===== config.mk =====
export PLATFORM = sky130hd
export DESIGN_NAME = dma_chan_regs
export DESIGN_NICKNAME = d
export VERILOG_FILES = /design/src/rtl/dma_chan_regs.sv
export SDC_FILE = /design/constraint.sdc
export NUM_CORES = 2
export LEC_CHECK = 0
export ABC_AREA = 1
export BUFFER_PORTS_ARGS = -buffer_cell sky130_fd_sc_hd__buf_2
export CAP_MARGIN = 20
export CORE_AREA = 2 2 284 286
export DETAILED_ROUTE_END_ITERATION = 12
export DIE_AREA = 0 0 286 288
export PLACE_DENSITY = 0.85
export SLEW_MARGIN = 20
export SYNTH_ARGS = -nofsm -noshare
export SYNTH_HDL_FRONTEND = slang
export SYNTH_SLANG_ARGS = --single-unit

===== constraint.sdc =====
create_clock -name clk -period 4.4 [get_ports clk]
set_input_delay 1.32 -clock clk [delete_from_list [all_inputs] [get_ports clk]]
set_output_delay 1.32 -clock clk [all_outputs]
set_load 0.01 [all_outputs]

===== src/rtl/dma_chan_regs.sv =====
module dma_chan_regs #(
  parameter int NCH = 4,
  parameter int IW  = 4
) (
  input  logic              clk,
  input  logic              rst_n,
  input  logic              bus_valid,
  input  logic              bus_write,
  input  logic [15:0]       bus_addr,
  input  logic [1:0]        bus_size,
  input  logic [31:0]       bus_wdata,
  output logic [31:0]       bus_rdata,
  output logic              err,
  input  logic [NCH*IW-1:0] evt_set,
  input  logic [NCH-1:0]    halt_eol,
  input  logic [NCH-1:0]    desc_eol,
  input  logic [NCH-1:0]    reload_done,
  input  logic [NCH-1:0]    reload_eol,
  output logic [NCH-1:0]    irq,
  output logic [NCH-1:0]    load_data,
  output logic [NCH-1:0]    load_ctx,
  output logic [NCH-1:0]    start,
  output logic [NCH-1:0]    reload_req,
  output logic [NCH-1:0]    advance
);
  localparam int CW = (NCH > 1) ? $clog2(NCH) : 1;
  localparam logic [5:0] A_DATA = 6'h00, A_SDATA = 6'h16, A_SBUF = 6'h17,
    A_GRP = 6'h18, A_GDN = 6'h1F, A_CMD = 6'h20, A_CFG = 6'h21, A_STAT = 6'h22,
    A_MASK = 6'h23, A_ACK = 6'h24, A_INTR = 6'h25, A_MINTR = 6'h26, A_SCMD = 6'h27;
  localparam logic [2:0] S_RST = 3'b001, S_STOP = 3'b010, S_RUN = 3'b100;

  logic [2:0]  chn;
  logic [5:0]  regi;
  logic        word, ch_ok, wr;
  logic [CW-1:0] chi;

  assign chn   = bus_addr[15:13];
  assign regi  = bus_addr[7:2];
  assign word  = bus_size == 2'd2;
  assign ch_ok = int'(chn) < NCH;
  assign chi   = chn[CW-1:0];
  assign wr    = bus_valid && bus_write && word && ch_ok;

  logic [NCH-1:0][31:0] data_q, sdata_q, sbuf_q, grp_q, gdn_q, cmd_q, cfg_q, mask_q;
  logic [NCH-1:0][9:0]  scmd_q;
  logic [NCH-1:0][IW-1:0] intr_q;
  logic [NCH-1:0][2:0]  state_q;
  logic [NCH-1:0]       eol_q, pend_q;

  for (genvar c = 0; c < NCH; c++) begin : g_ch
    logic sel, cfg_wr, go_stream, cont_ok, resume;
    logic [IW-1:0] ack;
    assign sel       = wr && chn == 3'(c);
    assign cfg_wr    = sel && regi == A_CFG;
    assign go_stream = sel && regi == A_SCMD && (|(bus_wdata[9:0] & 10'h140)) && bus_wdata[5];
    assign cont_ok   = sel && regi == A_CMD && cfg_q[c][0] && !cfg_q[c][1]
                       && state_q[c] == S_RUN && desc_eol[c];
    assign resume    = pend_q[c] && reload_done[c] && !reload_eol[c] && eol_q[c]
                       && cfg_q[c][0] && !cfg_q[c][1];
    assign ack       = (sel && regi == A_ACK) ? bus_wdata[IW-1:0] : '0;
    assign irq[c]    = |(intr_q[c] & mask_q[c][IW-1:0]);

    always_ff @(posedge clk) begin
      if (!rst_n) begin
        data_q[c] <= '0; sdata_q[c] <= '0; sbuf_q[c] <= '0; grp_q[c] <= '0;
        gdn_q[c] <= '0; cmd_q[c] <= '0; cfg_q[c] <= '0; mask_q[c] <= '0;
        scmd_q[c] <= '0; intr_q[c] <= '0; state_q[c] <= S_RST;
        eol_q[c] <= 1'b0; pend_q[c] <= 1'b0;
        load_data[c] <= 1'b0; load_ctx[c] <= 1'b0; start[c] <= 1'b0;
        reload_req[c] <= 1'b0; advance[c] <= 1'b0;
      end else begin
        if (sel) begin
          case (regi)
            A_DATA:  data_q[c]  <= bus_wdata;
            A_SDATA: sdata_q[c] <= bus_wdata;
            A_SBUF:  sbuf_q[c]  <= bus_wdata;
            A_GRP:   grp_q[c]   <= bus_wdata;
            A_GDN:   gdn_q[c]   <= bus_wdata;
            A_CMD:   cmd_q[c]   <= bus_wdata;
            A_CFG:   cfg_q[c]   <= bus_wdata;
            A_MASK:  mask_q[c]  <= bus_wdata;
            A_SCMD:  scmd_q[c]  <= bus_wdata[9:0];
            default: ;
          endcase
        end
        intr_q[c] <= (intr_q[c] & ~ack) | evt_set[c*IW +: IW];
        if (cfg_wr) begin
          if (!bus_wdata[0])     state_q[c] <= S_RST;
          else if (bus_wdata[1]) state_q[c] <= S_STOP;
        end else if (go_stream || resume) begin
          state_q[c] <= S_RUN;
        end
        if (go_stream || resume) eol_q[c] <= 1'b0;
        else if (halt_eol[c])    eol_q[c] <= 1'b1;
        if (cont_ok)             pend_q[c] <= 1'b1;
        else if (reload_done[c]) pend_q[c] <= 1'b0;
        load_data[c]  <= sel && regi == A_SCMD && (|(bus_wdata[9:0] & 10'h140));
        load_ctx[c]   <= sel && regi == A_SCMD && bus_wdata[9];
        start[c]      <= go_stream || resume;
        reload_req[c] <= cont_ok;
        advance[c]    <= resume;
      end
    end
  end

  always_comb begin
    bus_rdata = '0;
    if (bus_valid && !bus_write && word && ch_ok) begin
      case (regi)
        A_DATA:  bus_rdata = data_q[chi];
        A_SDATA: bus_rdata = sdata_q[chi];
        A_SBUF:  bus_rdata = sbuf_q[chi];
        A_GRP:   bus_rdata = grp_q[chi];
        A_GDN:   bus_rdata = gdn_q[chi];
        A_CMD:   bus_rdata = cmd_q[chi];
        A_CFG:   bus_rdata = cfg_q[chi];
        A_STAT:  bus_rdata = {22'd0, 2'b01, 2'b00, eol_q[chi], 2'b00, state_q[chi]};
        A_MASK:  bus_rdata = mask_q[chi];
        A_INTR:  bus_rdata = 32'(intr_q[chi]);
        A_MINTR: bus_rdata = 32'(intr_q[chi] & mask_q[chi][IW-1:0]);
        A_SCMD:  bus_rdata = 32'(scmd_q[chi]);
        default: bus_rdata = '0;
      endcase
    end
  end

  always_ff @(posedge clk) begin
    if (!rst_n) err <= 1'b0;
    else        err <= bus_valid && !word;
  end
endmodule


# Yosys cells after proc, flatten, opt, wreduce, memory -nomap -nowiden
# Index checks and enable logic that the tools add are counted.
# totals
register_bits	1121
word_cells	313
output_inout_bits	57
# classes
magnitude_cmp	2
n_eq_ne	24
n_reduce_logical	148
n_mux	48
bitwise	18
# ops
op	n
$bmux W32 S2	8
$pmux W32 S12	1
$mux W32	9
$reduce_and A2 Y1	40
$logic_and A1 B1 Y1	75
$eq A6 B6 Y1 const B	8
$and A4 B4 Y4	9
$mux W3	11
$eq A6 B5 Y1 const B	4
$bmux W10 S2	1
$mux W4	5
$not A4 Y4	4
$or A4 B4 Y4	4
$reduce_bool A2 Y1	8
$reduce_or A4 Y1	4
$eq A3 B3 Y1 const B	4
$ne A3 B3 Y1 const B	4
$logic_not A1 Y1	10
$mux W10	1
$reduce_or A2 Y1	5
$mux W1	9
$bmux W4 S2	1
$bmux W3 S2	1
$eq A3 B2 Y1 const B	2
other kinds (9)	12

# Longest topological paths before layout
# depth
depth_word	10
mapped_depth	13
mapped_depth_nobuf	11

# Least setup slack after synthesis
# Ideal clock, no wire load.
# synth_path
kind	input to output
start	input port bus_addr[13]
end	output port bus_rdata[16]
arrival_ns	2.713
path_slack_ns	0.367
path_buffers	3
required_ns	3.080
cell_stages	11
cell_sequence	buf_2 inv_2 nor2_2 buf_2 buf_1 nand2_1 nand4_1 nand2_1 nand2_1 nor2_1 a21oi_1
# synth_between
elab_chain_len	4
elab_cells_between_ends	20
# synth_lines
element	line	rtl
from (decl)	9	input logic [15:0] bus_addr,
$bmux W32 S2, or another cell as far along	118	A_MASK: bus_rdata = mask_q[chi];
$mux W32, or another cell as far along	-	
$pmux W32 S12	109	case (regi)
$mux W32 *	108	if (bus_valid && !bus_write && word && ch_ok) begin
to (decl)	12	output logic [31:0] bus_rdata,
# Mark *: on every way between the ends. The rest lies on a longest branch, timed or not. The select of a mux whose other input is x is not followed.

# Worst setup path after layout
# layout_path
start	input port bus_addr[13]
end	output port bus_rdata[21]
# Same word-level chain as after synthesis.

==> summary.txt <==
Run status
  – Status: complete, but fails checks
  – Failing checks: negative setup slack

Die
  – Starting density of the core: 0.591
  – Core region area: about 0.080 mm²
  – Die Y: between 200 and 300 µm
  – Top Ports: about 140
  – Area of the die: a little over 0.08 mm²
  – Die Width: between 200 and 300 µm
  – Row count: between 100 and 150

Worst setup path
  – R2r endpoint: state_q[10]$_SDFFE_PN0P_
  – CP Launch Type: input port
  – CP endpoint kind: primary output
  – Crit path kind: in -> out
  – Required @ worst endpoint: slightly above 3 ns
  – R2r setup slk: approximately 3.1 ns
  – FF-to-FF path depth: 7
  – Crit-path max FO: 8
  – Crit path DAT: between 3 and 4 ns
  – Worst setup startpoint: bus_addr[13]
  – Worst r2r src: cfg_q[96]$_SDFFE_PN0N_

Logic synthesis
  – Post-synth ARST share: 0
  – Number of distinct library cells after synthesis: 32
  – EDFF count, synth: 0
  – Top FF cell, synth: dfxtp_1
  – YS warnings: 0
  – Mapped Nets: ~7000
  – Sequential share of the synthesized area: 0.477
  – Mapped Cells: 6737
  – Post-synth design cell area: about 0.047 mm²
  – Post-Syn Area per Cell: between 6 and 7 µm²
  – Seq cells post-synth: approximately 1100

Global route
  – Vias in the first global route: between 40000 and 50000
  – Largest net degree at the start of global routing: ~200
  – First-pass GRT wire length: 238 mm
  – Gr ovfl total: 0
  – Initial antenna violation count: 1
  – GR Util All Layers: 0.361

Route
  – ANT nets after route: 0
  – Vias/cell: 6.08
  – WL per Instance: around 20 µm
  – Drt initial violations: roughly 7000
  – Routed via count: 48000
  – Pre-antenna DRT Iters: 6
  – Residual DRC: 0
  – Final WL: about 160 mm

STA
  – Final setup viols: 8
  – Hold slack: approximately 0.45 ns
  – Period utilization: 1.02
  – RSZ-0062 raised after global routing: yes
  – Final WS setup: -0.0707 ns
  – Count of pins over their slew limit: 0
  – Rel. slew slack: 0.399
  – Tmin final: between 4 and 5 ns
  – FMAX: approximately 220 MHz
  – Worst Tran Pin Value: 0.900 ns
  – Skew final: between 0.009 and 0.01 ns
  – Hold Vio Cnt, Final: 0
  – Final TNS setup: -0.146 ns

Finish
  – Post-route cell area: approximately 0.055 mm²
  – NumNets Final: 6838
  – Multi-input logic area: roughly 0.022 mm²
  – P&R area growth vs syn: 15.9%
  – Diodes inserted: 0
  – Filler cells: about 6100
  – Post-layout util: 0.685
  – Most frequent cells in the layout: nor2_1 (1579), nand2_1 (1214), o21ai_0 (1142), dfxtp_1 (1121), a21oi_1 (363)
  – FF/Latch Area: around 0.022 mm²
  – Most common cell after layout, fill and taps aside: nor2_1
  – Share of layout cells above drive strength 1: 0.118

Placement
  – Post-place setup slack: -0.199 ns
  – Placed Area: a little under 0.05 mm²
  – RePlAce Congestion: between 0.9 and 1
  – Port Buffer Count: 135
  – DPL Wire Length: 93.4 mm

Power and ir drop
  – Cell leakage power: about 21 nW
  – PD cells: 381 mW/mm²
  – Worst vdd ir: between 0.3 and 0.4 mV

Min path
  – Hold Path Class: reg -> reg
  – Worst Hold End: gdn_q[34]$_SDFFE_PN0P_
  – Hold path start: gdn_q[34]$_SDFFE_PN0P_
  – Hold Path Cell Cnt: 2

Clocking
  – Cts bufs inserted: ~110
  – H-tree depth: 3
  – Later-pin clock latency in the skew report: a little under 0.7 ns
  – CTS tree: built
  – Clock Tree Buf Depth: 3
  – Root Driver: clkbuf_16
  – TritonCTS Sinks: between 1000 and 1500
  – CTS clk-pin slew, worst paths: ~0.06 ns

Job
  – Max-capacitance violation count: 0
-- logic make-up after synthesis --
group,share of synthesized area
flops,0.477
compound gates,0.193
simple gates,0.260
buf+inv,0.0706
-- layer usage --
metal	vias to the layer above	wire, µm	part of all wire	GRT usage
li1	21900	-	-	-
met1	21900	57500	0.36	0.447
met2	3372	69700	0.43	0.563
met3	826	20000	0.12	0.0653
met4	2	14300	0.089	0.273
met5	-	11	0.000068	0
-- timing repair --
item                                    CTS  global route
setup buffers                             2            23
endpoints found under the setup margin   32            32
pin swaps                                 6            55
hold buffers                              0             0
resized for setup                        47           123
gates cloned                              2            18
-- where the power goes --
group | total (mW) | internal [mW] | switching [mW]
Clock | 9.46 | 5.43 | 4.03
Sequential | 10.2 | 10.2 | 0.0123
Combinational | 1.13 | 0.360 | 0.772
Total | 20.8 | 16.0 | 4.81
-- layout make-up --
class / count / share of cell area
sequential: 1121 / 0.411
multi-input combinational: 4823 / 0.397
timing repair buffer: 476 / 0.0864
clock buffer: 161 / 0.0581
tap: 1060 / 0.0243
inverter: 223 / 0.0156
clock inverter: 33 / 0.00743
-- critical path: stages --
cell,delay (ns)
buf_12,0.12
buf_6,0.12
nor2_4,0.11
buf_12,0.20
buf_16,0.20
buf_12,0.14
buf_12,0.10
nand2_1,0.05
nand4_1,0.10
nand2_2,0.09
nand2_1,0.08
nor2_2,0.04
a21oi_2,0.25
buf_2,0.19
-- flip-flops by register name, summed over array words and instances (netlist names), 12 cells and up --
name     flops
sbuf_q     128
cfg_q      128
intr_q      16
sdata_q    128
state_q     12
grp_q      128
data_q     128
cmd_q      128
mask_q     128
gdn_q      128
scmd_q      40
-- worst max path at each step --
| stage | to | slack (ns) | cells past startpoint |
|---|---|---|---|
| detailed placement | bus_rdata[14] | -0.20 | 13 |
| floorplan | bus_rdata[16] | 0.37 | 11 |
| CTS | bus_rdata[14] | -0.04 | 15 |
| global placement | bus_rdata[14] | -0.18 | 13 |
| global route | bus_rdata[11] | -0.09 | 14 |
| finish | bus_rdata[21] | -0.07 | 14 |
-- cells in the mapped netlist (11+ instances only) --
cell type / instances / share of area
o22ai_1: 58 / 0.0077
dfxtp_1: 1121 / 0.48
nand2_1: 1255 / 0.10
nand4_1: 172 / 0.023
inv_1: 193 / 0.015
nor2_1: 1599 / 0.13
buf_2: 104 / 0.011
buf_4: 53 / 0.0085
inv_2: 25 / 0.0020
nand2_2: 15 / 0.0020
a21oi_1: 385 / 0.041
clkbuf_1: 403 / 0.032
nand3_1: 29 / 0.0031
a22oi_1: 16 / 0.0026
o21ai_0: 1170 / 0.12
a22o_1: 74 / 0.014
nor2_2: 11 / 0.0015
-- per-stage QoR --
stage | total power [mW] | instances
global placement | 11.4 | 7660
detailed placement | 11.4 | 7660
CTS | 20.6 | 7858
finish | 20.8 | 7897
floorplan | 11.0 | 6737
global route | 21.2 | 7897
Power figures use the tool's default switching activity.
